--- config.mk ---
export PLATFORM = sky130hd
export DESIGN_NAME = dsleep_seq
export DESIGN_NICKNAME = d
export VERILOG_FILES = /design/src/rtl/dsleep_seq.sv
export SDC_FILE = /design/constraint.sdc
export NUM_CORES = 1
export LEC_CHECK = 0
export ABC_AREA = 1
export BUFFER_PORTS_ARGS = -buffer_cell sky130_fd_sc_hd__buf_2
export CELL_PAD_IN_SITES_DETAIL_PLACEMENT = 1
export CELL_PAD_IN_SITES_GLOBAL_PLACEMENT = 1
export CORE_MARGIN = 2
export CORE_UTILIZATION = 28
export CTS_BUF_LIST = sky130_fd_sc_hd__clkbuf_2 sky130_fd_sc_hd__clkbuf_4 sky130_fd_sc_hd__clkbuf_8
export DETAILED_ROUTE_END_ITERATION = 7
export GPL_TIMING_DRIVEN = 0
export HOLD_SLACK_MARGIN = 0.05
export PLACE_DENSITY_LB_ADDON = 0.05
export SLEW_MARGIN = 40
export SYNTH_ARGS = -nofsm -noshare
export SYNTH_HDL_FRONTEND = slang
export SYNTH_SLANG_ARGS = --single-unit
--- constraint.sdc ---
create_clock -name clk -period 1.5 [get_ports clk]
set_input_delay 0.3 -clock clk [delete_from_list [all_inputs] [get_ports clk]]
set_output_delay 0.3 -clock clk [all_outputs]
set_load 0.01 [all_outputs]
--- src/rtl/dsleep_seq.sv ---
module dsleep_seq #(
  parameter int NPEND   = 4,
  parameter int NLINE   = 8,
  parameter int REG_DLY = 16,
  parameter int OSC_DLY = 8,
  parameter int SELW    = 2
) (
  input  logic             clk,
  input  logic             rst_n,
  input  logic             wfi_req,
  input  logic             wfe_req,
  input  logic             deep_en,
  input  logic             pdown,
  input  logic             lp_sel,
  input  logic             bus_busy,
  input  logic [NPEND-1:0] pend_flags,
  input  logic [NLINE-1:0] irq_wake,
  input  logic [NLINE-1:0] irq_en,
  input  logic [NLINE-1:0] evt_wake,
  input  logic             osc_ready,
  input  logic             clk_sel_wr,
  input  logic [SELW-1:0]  clk_sel_val,
  output logic             clk_gate_en,
  output logic             reg_lp_en,
  output logic [SELW-1:0]  sysclk_sel,
  output logic             resume
);
  localparam int MAXD = (REG_DLY > OSC_DLY) ? REG_DLY : OSC_DLY;
  localparam int CW   = $clog2(MAXD + 1);

  typedef enum logic [2:0] {RUN, WAIT_BUS, SLEEP, REG_WAKE, OSC_WAKE, RESUME} st_t;
  st_t st, nx;
  logic evt_mode, lp_q;
  logic [CW-1:0] cnt;

  wire req      = (wfi_req | wfe_req) & deep_en & ~pdown;
  wire pend     = |pend_flags;
  wire wake     = evt_mode ? |evt_wake : |(irq_wake & irq_en);
  wire reg_done = (cnt == CW'(REG_DLY - 1));
  wire osc_done = osc_ready | (cnt == CW'(OSC_DLY - 1));

  always_comb begin
    nx = st;
    case (st)
      RUN:      if (req && !pend) nx = bus_busy ? WAIT_BUS : SLEEP;
      WAIT_BUS: if (wake || pend) nx = RUN;
                else if (!bus_busy) nx = SLEEP;
      SLEEP:    if (wake) nx = lp_q ? REG_WAKE : OSC_WAKE;
      REG_WAKE: if (reg_done) nx = OSC_WAKE;
      OSC_WAKE: if (osc_done) nx = RESUME;
      RESUME:   nx = RUN;
      default:  nx = RUN;
    endcase
  end

  always_ff @(posedge clk or negedge rst_n) begin
    if (!rst_n) begin
      st         <= RUN;
      cnt        <= '0;
      evt_mode   <= 1'b0;
      lp_q       <= 1'b0;
      sysclk_sel <= '0;
    end else begin
      st  <= nx;
      cnt <= (st != nx) ? '0 : cnt + CW'(1);
      if (st == RUN && req) begin
        evt_mode <= ~wfi_req;
        lp_q     <= lp_sel;
      end
      if (st == SLEEP && wake) sysclk_sel <= '0;
      else if (clk_sel_wr && clk_gate_en) sysclk_sel <= clk_sel_val;
    end
  end

  assign clk_gate_en = !(st == SLEEP || st == REG_WAKE || st == OSC_WAKE);
  assign reg_lp_en   = (st == SLEEP) && lp_q;
  assign resume      = (st == RESUME);
endmodule

==> summary.md <==
| Metric | Value |
|---|---|
| Final hold violations | `0` |
| Buf+Inv Stages, Crit Path | `2` |
| Register-to-register setup slack | `-0.23 ns` |
| Violated checks | `negative setup slack` |
| Depth of the most critical reg-to-reg path | `14` |
| Clock Root Buffer | `sky130_fd_sc_hd__clkbuf_4` |
| Main area contributors after synthesis | `sky130_fd_sc_hd__dfrtp_1 (34%), sky130_fd_sc_hd__nand2_1 (14%), sky130_fd_sc_hd__inv_1 (8.9%)` |
| GP Congestion | `0.851` |
| Fraction of synthesized cell area taken by the top area cell type | `33.8%` |
| Synthesized cell area | `890 um2` |
| Number of distinct library cell variants in the gate-level netlist after synthesis | `24` |
| Data required, critical path | `1.71 ns` |
| Horizontal die dimension | `60.4 um` |
| First-pass GRT wire length | `4290 um` |
| Routed length per placed instance | `10.6 um` |
| Total leakage power | `0.757 nW` |
| Type of element launching the critical path | `register` |
| Pin count of the biggest net entering global routing | `13` |
| Maximum buffer depth of the clock tree | `2` |
| Worst min path class | `in -> reg` |
| Placed wire-length estimate | `2040 um` |
| Overall Global Routing Usage | `15.9%` |
| Worst-case vdd ir drop | `0.964 mV` |
| Setup slack of the critical path after layout | `-0.232 ns` |
| Post-route ant nets | `0` |
| Cell count along the critical path | `14` |
| Arrival time at the worst endpoint | `1.94 ns` |
| Final Critical Period | `1.73 ns` |
| Proportion of synthesized chip area in sequential cells | `33.8%` |
| RSZ-0062 raised after global routing | `true` |
| Wire length reported by the detailed router | `2460 um` |
| Level count of the clock H-tree | `1` |
| Achievable frequency | `577 MHz` |
| Number of max-slew violations in the final report | `0` |
| Number of vias per cell after detailed routing | `4.40` |
| Setup violations, final | `7` |
| Via count of the first global-routing pass | `1051` |
| Buffers added on ports | `44` |
| Placement row count | `20` |
| Die Ht | `60.4 um` |
| Effective utilization at floorplan | `29.4%` |
| Number of vias after detailed routing | `1026` |
| TritonCTS clock tree | `yes` |
| Final sum of negative setup slack | `-1.25 ns` |
| Max-slew headroom at the worst pin | `82.0%` |
| Die area | `0.00364 mm2` |
| Violation count after the first detailed-routing iteration | `19` |
| Share of post-route cells with drive strength above 1 | `55.0%` |
| Antenna cell count | `0` |
| Growth of design area from synthesis to finish | `58.1%` |
| Cells after Synth | `126` |
| Clock-pin slew of the registers on the worst-case setup and hold paths | `0.07 ns` |
| Number of antenna violations at the first check in global routing | `0` |
| Global route overflow | `0` |
| Nets | `232` |
| Detailed-router iteration count before antenna repair | `3` |
| Run status | `complete, but fails checks` |
| CP delay by family, top | `simple AND/OR/NAND/NOR gates` |
| Setup skew after layout | `0.00107 ns` |
| Total of max-cap violations | `0` |
| Residual DRC count | `0` |
| Master of the slowest instance on the critical path | `sky130_fd_sc_hd__dfrtp_1` |
| Endpoint kind of the worst setup timing path | `register` |
| Total CTS buffers | `3` |
| Cell taking the most area after synthesis | `sky130_fd_sc_hd__dfrtp_1` |
| Share of the clock period used by the worst path | `115%` |
| Critical path start-end classification | `reg -> reg` |
| Post-route cell area | `0.00141 mm2` |
| Syn avg cell area | `7.06 um2` |
| YS warnings | `0` |
| Critical-path cell list | `ha_2 > nand2_2 > nor2_2 > ha_2 > inv_2 > nand2_2 > o21ai_2 > nor2_2 > nand3_2 > nand2_2 > nand2_2 > inv_2 > nand2_4 > nor2_2` |
| Clock latency at the later pin of the worst-skew pair | `0.27 ns` |
| Slew of the pin with the lowest slew margin | `0.271 ns` |
| Post-synthesis register bit count | `12` |
| Slowest Stage Delay on Critical Path | `0.36 ns` |
| Post-synth net total | `168` |
| Cell Area, Placed | `0.00117 mm2` |
| I/O pin cnt | `45` |
| Areal power density over the cells | `1710 mW/mm2` |
| Core region area | `0.00303 mm2` |
| Count of cells along the worst hold path | `2` |
| Most used cell along the critical path | `sky130_fd_sc_hd__nand2_2` |
| CTS sink cnt | `12` |
| Highest net fanout along the worst path | `5` |
-- kinds of logic after synthesis --
| kind of cell | count (synthesis) | share of synthesized area [%] |
|---|---|---|
| XOR/XNOR | 2 | 1.97 |
| adder cells (fa/ha/maj) | 2 | 2.81 |
| buffers and inverters | 24 | 10.1 |
| AND/OR/NAND/NOR | 76 | 42.8 |
| AO/OA/AOI/OAI | 10 | 8.58 |
| flip-flops | 12 | 33.8 |
-- registers in the layout, indices dropped and copies added, names as in the netlist --
register	count
st	3
sysclk_sel	2
evt_mode	1
cnt	5
lp_q	1
-- per-layer routing --
| layer | track usage, % | up-vias | share of wire (%) |
|---|---|---|---|
| li1 | - | 517 | - |
| met1 | 18.4 | 486 | 43 |
| met2 | 29.3 | 23 | 53 |
| met3 | 4.48 | 0 | 4.2 |
| met4 | 2.86 | 0 | 0 |
| met5 | 0 | - | 0 |
-- cells in the final DEF (no fill, tap or decap), types with 2 or more instances in the layout --
cell type / n
sky130_fd_sc_hd__nor2_1: 10
sky130_fd_sc_hd__nor3_1: 2
sky130_fd_sc_hd__nand3_1: 5
sky130_fd_sc_hd__buf_2: 43
sky130_fd_sc_hd__nand4_1: 2
sky130_fd_sc_hd__a32oi_1: 2
sky130_fd_sc_hd__nand2_2: 8
sky130_fd_sc_hd__nand2_4: 2
sky130_fd_sc_hd__a21oi_1: 2
sky130_fd_sc_hd__dfrtp_1: 11
sky130_fd_sc_hd__inv_4: 2
sky130_fd_sc_hd__o21ai_2: 2
sky130_fd_sc_hd__inv_1: 18
sky130_fd_sc_hd__nand2_1: 27
sky130_fd_sc_hd__nor2_4: 4
sky130_fd_sc_hd__clkbuf_4: 3
sky130_fd_sc_hd__ha_2: 2
sky130_fd_sc_hd__inv_2: 4
sky130_fd_sc_hd__buf_4: 11
sky130_fd_sc_hd__nor2_2: 9
sky130_fd_sc_hd__nand3_2: 4
sky130_fd_sc_hd__buf_6: 4
-- what timing repair did --
item | 4_1_cts | 5_1_grt
resized for setup | 17 | 9
hold endpoints to repair | 12 | 0
setup buffers | 13 | 1
hold buffers | 1 | 0
endpoints found under the setup margin | 9 | 10
pin swaps | 8 | 9
-- worst reg2reg max path: cells and delay by family (launching register included) --
family,cells,cell delay (ns)
buf+inv,2,0.11
simple gates,9,0.74
flops,1,0.36
compound gates,1,0.06
fa+ha+maj,2,0.39
-- worst paths after layout --
| check | start | to |
|---|---|---|
| min in group asynchronous | rst_n | st[1] |
| hold reg to reg | sysclk_sel[1] | sysclk_sel[1] |
| setup reg to reg | cnt[1] | cnt[2] |
| setup / recovery | cnt[1] | cnt[2] |
| max in group asynchronous | rst_n | st[1] |
| hold / removal | wfi_req | evt_mode |
-- power by group --
part	switching, W	internal, W	total (W)
logic	0.000904	0.000728	0.00163
clock network	0.000105	0.000148	0.000253
registers	0.0000770	0.000437	0.000513
-- synthesized netlist by cell type --
cell,n
sky130_fd_sc_hd__nand3_1,6
sky130_fd_sc_hd__a21oi_1,2
sky130_fd_sc_hd__inv_2,3
sky130_fd_sc_hd__nor2_2,10
sky130_fd_sc_hd__inv_1,21
sky130_fd_sc_hd__nor2_4,1
sky130_fd_sc_hd__nand2_4,1
sky130_fd_sc_hd__nand2_1,32
sky130_fd_sc_hd__nand2_2,4
sky130_fd_sc_hd__nor3_2,1
sky130_fd_sc_hd__ha_1,2
sky130_fd_sc_hd__nand3b_1,1
sky130_fd_sc_hd__nand4_1,2
sky130_fd_sc_hd__dfrtp_1,12
sky130_fd_sc_hd__nor2_1,12
sky130_fd_sc_hd__nand3_2,3
sky130_fd_sc_hd__a21oi_2,2
sky130_fd_sc_hd__o21ai_0,1
sky130_fd_sc_hd__nor3_1,3
sky130_fd_sc_hd__o221ai_1,1
sky130_fd_sc_hd__o21ai_2,2
sky130_fd_sc_hd__a32oi_1,2
sky130_fd_sc_hd__xor2_1,1
sky130_fd_sc_hd__xnor2_1,1
-- final cells by class --
class                           instances  area (um2)
Multi-Input combinational cell         90         566
Fill cell                             395        1620
Timing Repair Buffer                   59         353
Inverter                               24        95.1
Clock buffer                            4        36.3
Tap cell                               44        55.1
Sequential cell                        12         302
-- metrics by stage --
step	worst slack, ns	hold WS [ns]	total power (W)	util (%)	instances
2_1_floorplan	-0.0715	0.00441	0.00131	-	126
5_1_grt	-0.417	0.235	0.00263	46.4	233
4_1_cts	-0.234	0.223	0.00225	44.9	232
3_5_place_dp	-0.311	0.199	0.00161	38.6	214
3_3_place_gp	-0.220	0.201	0.00158	38.6	214
6_report	-0.232	0.232	0.00240	46.4	233
No activity file was read; power rests on OpenSTA's default activity.
